--- src/rtl/scsi_regblk_pkg.sv ---
package scsi_regblk_pkg;

   localparam int NREG = 11;

   // register indices (decode order)
   localparam int RI_DIAG   = 0;
   localparam int RI_CTRL   = 1;
   localparam int RI_OWNID  = 2;
   localparam int RI_TARGET = 3;
   localparam int RI_DETECT = 4;
   localparam int RI_DATA   = 5;
   localparam int RI_DMA    = 6;
   localparam int RI_CSTAT  = 7;
   localparam int RI_DSTAT  = 8;
   localparam int RI_CMD    = 9;
   localparam int RI_DCTL   = 10;

   function automatic logic [7:0] reg_offset(input int idx);
      case (idx)
         RI_DIAG:   return 8'h00;
         RI_CTRL:   return 8'h0C;
         RI_OWNID:  return 8'h10;
         RI_TARGET: return 8'h14;
         RI_DETECT: return 8'h18;
         RI_DATA:   return 8'h20;
         RI_DMA:    return 8'h24;
         RI_CSTAT:  return 8'h48;
         RI_DSTAT:  return 8'h4C;
         RI_CMD:    return 8'h50;
         default:   return 8'h54;
      endcase
   endfunction

   // connection status bit positions
   localparam int CS_CONN  = 6;
   localparam int CS_SIP   = 2;
   localparam int CS_STCHG = 7;
   // transfer status bit positions
   localparam int DS_TBE   = 10;
   // summary bits (both status registers)
   localparam int SUM_C    = 15;
   localparam int SUM_D    = 14;
   // command bit positions
   localparam int CMD_RST  = 15;
   localparam int CMD_DISC = 12;
   localparam int CMD_SEL  = 11;
   localparam int CMD_XFER = 10;
   localparam int CMD_DMA  = 9;

   localparam logic [15:0] CS_KEEP  = 16'h3BF7;
   localparam logic [15:0] CS_W1C   = 16'h3B88;
   localparam logic [15:0] CS_FLAGS = 16'h3B80;
   localparam logic [15:0] CS_OVL   = 16'hC030;
   localparam logic [15:0] DS_KEEP  = 16'h0C17;
   localparam logic [15:0] DS_W1C   = 16'h2C18;
   localparam logic [15:0] DS_FLAGS = 16'h2C10;
   localparam logic [15:0] DS_OVL   = 16'hC003;

endpackage

--- src/rtl/scsi_regblk_dec.sv ---
module scsi_regblk_dec
   import scsi_regblk_pkg::*;
#(
   parameter int ADDR_W = 8
) (
   input  logic              req_valid,
   input  logic              req_write,
   input  logic [ADDR_W-1:0] req_addr,
   output logic [NREG-1:0]   wr_hit,
   output logic [NREG-1:0]   rd_hit
);
   logic aligned;
   logic [NREG-1:0] match;

   assign aligned = (req_addr[1:0] == 2'b00);

   for (genvar i = 0; i < NREG; i++) begin : g_match
      assign match[i]  = aligned && (req_addr == ADDR_W'(reg_offset(i)));
      assign wr_hit[i] = match[i] && req_valid && req_write;
      assign rd_hit[i] = match[i] && req_valid && !req_write;
   end
endmodule

--- src/rtl/scsi_stat_reg.sv ---
module scsi_stat_reg #(
   parameter int           W    = 16,
   parameter logic [W-1:0] KEEP = '0,
   parameter logic [W-1:0] W1C  = '0
) (
   input  logic         clk,
   input  logic         rst_n,
   input  logic         wr,
   input  logic [W-1:0] wdata,
   input  logic [W-1:0] clr,
   input  logic [W-1:0] set,
   output logic [W-1:0] q
);
   logic [W-1:0] merged;

   always_comb begin
      if (wr)
         merged = (q & KEEP & ~(wdata & W1C)) | (wdata & ~KEEP & ~W1C);
      else
         merged = q;
   end

   always_ff @(posedge clk or negedge rst_n) begin
      if (!rst_n) q <= '0;
      else        q <= (merged & ~clr) | set;
   end
endmodule

--- src/rtl/scsi_cmd_seq.sv ---
module scsi_cmd_seq
   import scsi_regblk_pkg::*;
#(
   parameter int DATA_W = 16
) (
   input  logic              clk,
   input  logic              rst_n,
   input  logic              wr,
   input  logic [DATA_W-1:0] wdata,
   input  logic [DATA_W-1:0] cstat_rd,
   input  logic [1:0]        xfer_phase_rd,
   output logic [DATA_W-1:0] comm_q,
   output logic [DATA_W-1:0] cs_set,
   output logic [DATA_W-1:0] cs_clr,
   output logic [DATA_W-1:0] ds_set
);
   logic [DATA_W-1:0] c_mid;
   logic [DATA_W-1:0] autoclr;
   logic              xfer_ok;

   always_comb begin
      c_mid   = cstat_rd;
      cs_set  = '0;
      cs_clr  = '0;
      ds_set  = '0;
      autoclr = '0;
      xfer_ok = 1'b0;
      if (comm_q[CMD_DISC]) begin
         cs_clr[CS_CONN] = 1'b1;
         cs_clr[CS_SIP]  = 1'b1;
         if (cstat_rd[CS_CONN]) cs_set[CS_STCHG] = 1'b1;
         c_mid[CS_CONN]    = 1'b0;
         c_mid[CS_SIP]     = 1'b0;
         autoclr[CMD_DISC] = 1'b1;
      end
      if (comm_q[CMD_SEL]) begin
         cs_set[CS_SIP]   = 1'b1;
         cs_clr[CS_CONN]  = 1'b1;
         c_mid[CS_SIP]    = 1'b1;
         c_mid[CS_CONN]   = 1'b0;
         autoclr[CMD_SEL] = 1'b1;
      end
      xfer_ok = comm_q[CMD_XFER] && !comm_q[CMD_DMA]
                && (comm_q[6:4] == c_mid[6:4])
                && (comm_q[1:0] == xfer_phase_rd)
                && !c_mid[CS_SIP];
      if (xfer_ok) begin
         autoclr[CMD_XFER] = 1'b1;
         ds_set[DS_TBE]    = 1'b1;
      end
   end

   always_ff @(posedge clk or negedge rst_n) begin
      if (!rst_n) begin
         comm_q <= '0;
      end else if (wr) begin
         comm_q <= wdata;
         comm_q[CMD_RST] <= 1'b0;
      end else begin
         comm_q <= comm_q & ~autoclr;
      end
   end
endmodule

--- src/rtl/scsi_regblk.sv ---
module scsi_regblk
   import scsi_regblk_pkg::*;
#(
   parameter int ADDR_W = 8,
   parameter int DATA_W = 16,
   parameter int ID_W   = 3,
   parameter int BYTE_W = 8,
   parameter int DMA_W  = 2
) (
   input  logic              clk,
   input  logic              rst_n,
   input  logic              req_valid,
   input  logic              req_write,
   input  logic [ADDR_W-1:0] req_addr,
   input  logic [DATA_W-1:0] req_wdata,
   output logic [DATA_W-1:0] rd_data,
   input  logic [DATA_W-1:0] detect_stat,
   input  logic [1:0]        link_state,
   input  logic [1:0]        xfer_phase,
   input  logic [DATA_W-1:0] ev_cstat,
   input  logic [DATA_W-1:0] ev_dstat,
   output logic              irq,
   output logic              dma_sync
);
   localparam int MIN_ADDR_W = 7;

   if (DATA_W != 16) begin : g_bad_data_w
      $error("scsi_regblk: DATA_W must be 16, status layout is fixed");
   end
   if (ADDR_W < MIN_ADDR_W) begin : g_bad_addr_w
      $error("scsi_regblk: ADDR_W too small for offset 0x54");
   end
   if (ID_W < 1 || ID_W > BYTE_W) begin : g_bad_id_w
      $error("scsi_regblk: ID_W out of range");
   end
   if (DMA_W < 1 || DMA_W > 4) begin : g_bad_dma_w
      $error("scsi_regblk: DMA_W out of range");
   end

   logic [NREG-1:0]   wr_hit, rd_hit;
   logic [DATA_W-1:0] diag_q, ctrl_q, dctl_q;
   logic [ID_W-1:0]   own_id_q, target_q;
   logic [BYTE_W-1:0] data_q;
   logic [DMA_W-1:0]  dma_q;
   logic [DATA_W-1:0] cs_q, ds_q, cstat_rd, dstat_rd, comm_q;
   logic [DATA_W-1:0] seq_cs_set, seq_cs_clr, seq_ds_set;
   logic [DATA_W-1:0] cs_ovl, ds_ovl;
   logic              sum_c, sum_d;
   logic [DATA_W-1:0] rd_val [NREG];

   scsi_regblk_dec #(.ADDR_W(ADDR_W)) u_dec (
      .req_valid (req_valid),
      .req_write (req_write),
      .req_addr  (req_addr),
      .wr_hit    (wr_hit),
      .rd_hit    (rd_hit)
   );

   // plain configuration registers
   always_ff @(posedge clk or negedge rst_n) begin
      if (!rst_n) begin
         diag_q   <= '0;
         ctrl_q   <= '0;
         dctl_q   <= '0;
         own_id_q <= '0;
         target_q <= '0;
         data_q   <= '0;
         dma_q    <= '0;
      end else begin
         if (wr_hit[RI_DIAG])   diag_q   <= req_wdata;
         if (wr_hit[RI_CTRL])   ctrl_q   <= req_wdata;
         if (wr_hit[RI_DCTL])   dctl_q   <= req_wdata;
         if (wr_hit[RI_OWNID])  own_id_q <= req_wdata[ID_W-1:0];
         if (wr_hit[RI_TARGET]) target_q <= req_wdata[ID_W-1:0];
         if (wr_hit[RI_DATA])   data_q   <= req_wdata[BYTE_W-1:0];
         if (wr_hit[RI_DMA])    dma_q    <= req_wdata[DMA_W-1:0];
      end
   end

   scsi_stat_reg #(.W(DATA_W), .KEEP(CS_KEEP), .W1C(CS_W1C)) u_cstat (
      .clk   (clk),
      .rst_n (rst_n),
      .wr    (wr_hit[RI_CSTAT]),
      .wdata (req_wdata),
      .clr   (seq_cs_clr),
      .set   (seq_cs_set | ev_cstat),
      .q     (cs_q)
   );

   scsi_stat_reg #(.W(DATA_W), .KEEP(DS_KEEP), .W1C(DS_W1C)) u_dstat (
      .clk   (clk),
      .rst_n (rst_n),
      .wr    (wr_hit[RI_DSTAT]),
      .wdata (req_wdata),
      .clr   ('0),
      .set   (seq_ds_set | ev_dstat),
      .q     (ds_q)
   );

   // summary bits and live overlays
   assign sum_c = |(cs_q & CS_FLAGS);
   assign sum_d = |(ds_q & DS_FLAGS);

   always_comb begin
      cs_ovl = '0;
      cs_ovl[SUM_C] = sum_c;
      cs_ovl[SUM_D] = sum_d;
      cs_ovl[5:4]   = link_state;
      ds_ovl = '0;
      ds_ovl[SUM_C] = sum_c;
      ds_ovl[SUM_D] = sum_d;
      ds_ovl[1:0]   = xfer_phase;
   end

   assign cstat_rd = (cs_q & ~CS_OVL) | cs_ovl;
   assign dstat_rd = (ds_q & ~DS_OVL) | ds_ovl;

   scsi_cmd_seq #(.DATA_W(DATA_W)) u_seq (
      .clk           (clk),
      .rst_n         (rst_n),
      .wr            (wr_hit[RI_CMD]),
      .wdata         (req_wdata),
      .cstat_rd      (cstat_rd),
      .xfer_phase_rd (xfer_phase),
      .comm_q        (comm_q),
      .cs_set        (seq_cs_set),
      .cs_clr        (seq_cs_clr),
      .ds_set        (seq_ds_set)
   );

   assign irq      = ctrl_q[0] && (sum_c || sum_d);
   assign dma_sync = |dma_q;

   // read mux
   always_comb begin
      rd_val[RI_DIAG]   = diag_q;
      rd_val[RI_CTRL]   = ctrl_q;
      rd_val[RI_OWNID]  = DATA_W'(own_id_q);
      rd_val[RI_TARGET] = DATA_W'(target_q);
      rd_val[RI_DETECT] = detect_stat;
      rd_val[RI_DATA]   = DATA_W'(data_q);
      rd_val[RI_DMA]    = DATA_W'(dma_q);
      rd_val[RI_CSTAT]  = cstat_rd;
      rd_val[RI_DSTAT]  = dstat_rd;
      rd_val[RI_CMD]    = comm_q;
      rd_val[RI_DCTL]   = dctl_q;
   end

   always_comb begin
      rd_data = '0;
      for (int i = 0; i < NREG; i++)
         if (rd_hit[i]) rd_data = rd_val[i];
   end
endmodule

--- config.mk ---
export PLATFORM = sky130hd
export DESIGN_NAME = scsi_regblk
export DESIGN_NICKNAME = d
export VERILOG_FILES = /design/src/rtl/scsi_regblk_pkg.sv /design/src/rtl/scsi_regblk_dec.sv /design/src/rtl/scsi_stat_reg.sv /design/src/rtl/scsi_cmd_seq.sv /design/src/rtl/scsi_regblk.sv
export SDC_FILE = /design/constraint.sdc
export NUM_CORES = 1
export LEC_CHECK = 0
export BUFFER_PORTS_ARGS = -buffer_cell sky130_fd_sc_hd__buf_2
export CAP_MARGIN = 5
export CORE_ASPECT_RATIO = 0.5
export CORE_MARGIN = 8
export CORE_UTILIZATION = 56
export CTS_CLUSTER_SIZE = 28
export DETAILED_ROUTE_END_ITERATION = 16
export PLACE_DENSITY = 0.8
export REMOVE_ABC_BUFFERS = 1
export SLEW_MARGIN = 20
export SYNTH_ARGS = -nofsm -noshare
export SYNTH_HDL_FRONTEND = slang
export SYNTH_SLANG_ARGS = --single-unit
--- constraint.sdc ---
create_clock -name clk -period 3.75 [get_ports clk]
set_clock_uncertainty 0.15 [all_clocks]
set_input_delay 0.75 -clock clk [delete_from_list [all_inputs] [get_ports clk]]
set_output_delay 0.75 -clock clk [all_outputs]
set_load 0.03 [all_outputs]
==> qor.txt <==
status: completed
vias: 4,629
WL final: 16.03 mm
family with the most delay on the worst path: simple AND/OR/NAND/NOR gates
core area: 0.009415 mm2
clock share of power: 40.1%
register area share after synthesis: 47.71%
sequential share of power: 50.8%
Synth Warn #: 0
maximum clock frequency: 274.5 MHz
crit path kind: in2out
max cap viols: 0
initial antenna violation count: 0
Setup WS post-layout: 0.1066 ns
internal power: 1.696 mW
Layout Nets: 689
Die H: 85.46 um
post-CTS setup buffers: 0
wire per inst: 21.41 um
Non-Filler Instances: 749
Pre-antenna DRT Iters: 7
minimum clock period: 3.643 ns
ANT nets after route: 0
WP buf/inv: 4
EDFF count, synth: 0
Initial Util: 57.38%
initial detailed-routing violation count: 423
final design area excluding fillers: 0.006543 mm2
crit share post-route: 97.16%
WP data required: 2.85 ns
Placer Congestion: 0.9504
final hold vios: 0
Worst Setup Start Kind: input port
Final Setup Violations: 0
Main synth FF type: dfrtp_1
CTS tree: built
Area after DPL: 0.006220 mm2
first-pass GRT wire length: 25.36 mm
setup TNS: 0 ns
slowest stage delay, CP: 0.61 ns
CP Cell Sequence: buf_2 > buf_4 > or4_1 > buf_4 > nor3_1 > a2111oi_0 > o221ai_1 > a32o_1 > buf_2
RSZ-0062 raised after global routing: false
largest net degree at the start of global routing: 58
syn_area_per_cell: 10.85 um2
H-tree depth: 3
Skew-Pair Late Insertion Delay: 0.35 ns
clk buf depth: 2
TritonCTS buffer count: 9
vias in the first global route: 4,711
vias per inst: 6.180
Post-Place Worst Slack: 0.02198 ns
fraction of layout cells with a size suffix above 1: 38.11%
Gate power share: 9.1%
post-synthesis cell type count: 53
Rows: 25
Relative slew margins: 49.70%
Hold Crit Class: in2async
die width: 154.9 um
pwr dens: 345.3 mW/mm2
ys async rst share: 100.0%
Residual DRC: 0
Area growth syn-to-layout: 21.10%
Leak: 3.106 nW
dpl cells: 733
Critical Path AT: 2.74 ns
Clock Root Buffer: clkbuf_16
gr usage total: 24.62%
sw frac: 24.93%
ANT cells: 0
CP endpoint kind: output pin
Hold Buf Count CTS: 0
clk slew on worst S/H paths: 0.07 ns
Max IR drop VDD: 0.2549 mV
cell count after synthesis: 498
Synth Cell Area: 0.005403 mm2
CTS Sinks: 103
NetSw: 563.2 uW
Max Transition Viols Final: 0
CP max stage cell: or4_1
I/O Buffers: 89
die area: 0.01324 mm2
num ports: 98
Yosys reg bits: 103
dpl hpwl: 11.41 mm
gr ovfl total: 0
worst slew pin tran: 0.7476 ns
Max FO, Critical Path: 8
==> placed cells by master, fill, tap and decap left out, types with 7 or more instances in the layout <==
cell type  count
a21o_1         9
a221oi_1       7
and2_1        11
buf_2         86
buf_4         42
clkbuf_16      9
dfrtp_1      103
inv_1         14
mux2_2        71
mux2i_1       18
nand2_1       45
nand3_1       15
nand3b_1       7
nand4_1        9
nor2_1        11
nor3_1         7
nor4_1         8
o21ai_0       18
o22ai_1        9
==> Yosys cell counts (8+ instances only) <==
master      n  area, um2
dfrtp_1   103       2577
mux2_2     71      799.5
nand2_1    45      168.9
clkbuf_1   22      82.58
o21ai_0    19      95.09
mux2i_1    18      180.2
nand3_1    15      75.07
inv_1      14      52.55
and2_1     11      68.82
nor2_1     11      41.29
a21o_1      9      67.56
nand4_1     9      56.30
o22ai_1     9      56.30
nor4_1      8      50.05
==> power groups by stage <==
stage | Combinational, mW | Clock, mW | Sequential, mW
finish | 0.205 | 0.906 | 1.15
global route | 0.223 | 0.962 | 1.15
CTS | 0.201 | 0.920 | 1.15
detailed placement | 0.200 | 0 | 1.17
global placement | 0.198 | 0 | 1.17
floorplan | 0.0726 | 0 | 1.16
==> metrics by stage <==
| stage | total power [mW] | hold slack (ns) | util [%] |
|---|---|---|---|
| floorplan | 1.238 | 0.2866 | - |
| global placement | 1.365 | 0.3090 | 66.06 |
| detailed placement | 1.368 | 0.3065 | 66.06 |
| CTS | 2.269 | 0.2653 | 69.12 |
| global route | 2.334 | 0.2919 | 69.49 |
| finish | 2.259 | 0.2540 | 69.49 |
==> metal layers <==
metal	global-route usage [%]	routed length (um)	up-vias
li1	-	-	2101
met1	32.87	7048	2269
met2	37.95	7127	229
met3	7.146	1507	30
met4	7.767	350	0
met5	0	0	-
==> worst paths after layout <==
path	to	depth (start not counted)	slack, ns	start
setup reg to reg	u_seq.comm_q[10]	4	2.33	u_seq.comm_q[4]
hold reg to reg	u_cstat.q[0]	1	0.33	u_cstat.q[0]
min in group clk	u_cstat.q[0]	1	0.33	u_cstat.q[0]
max in group asynchronous	data_q[0]	2	2.49	rst_n
setup / recovery	rd_data[6]	9	0.11	req_addr[5]
hold / removal	ctrl_q[8]	1	0.25	rst_n
==> flip-flops by register name (all words and copies together) (netlist names) <==
name / flops
own_id_q: 3
data_q: 8
u_cstat.q: 12
dma_q: 2
diag_q: 16
u_dstat.q: 12
target_q: 3
ctrl_q: 16
dctl_q: 16
u_seq.comm_q: 15
==> timing repair <==
| item | CTS | global route |
|---|---|---|
| hold endpoints to repair | 0 | 0 |
| pin swaps | 0 | 1 |
| endpoints found under the setup margin | 1 | 7 |
| gates resized for setup | 1 | 10 |
==> logic make-up (layout without fill, tap and decap cells) <==
group	Yosys count	in the layout	share of synthesized area, %
AO/OA/AOI/OAI	102	102	13.92
XOR/XNOR	5	5	0.8105
buffers and inverters	44	160	3.196
flip-flops	103	103	47.71
multiplexers	89	89	18.13
AND/OR/NAND/NOR	155	155	16.23
==> layout make-up <==
cell class                      instances  area (um2)
Inverter                               14       52.55
Clock buffer                           11       242.7
Multi-Input combinational cell        351        2686
Sequential cell                       103        2577
Timing Repair Buffer                  130       773.2
Clock inverter                          5       41.29
Tap cell                              135       168.9
Fill cell                             717        2873
Power figures use the tool's default switching activity.
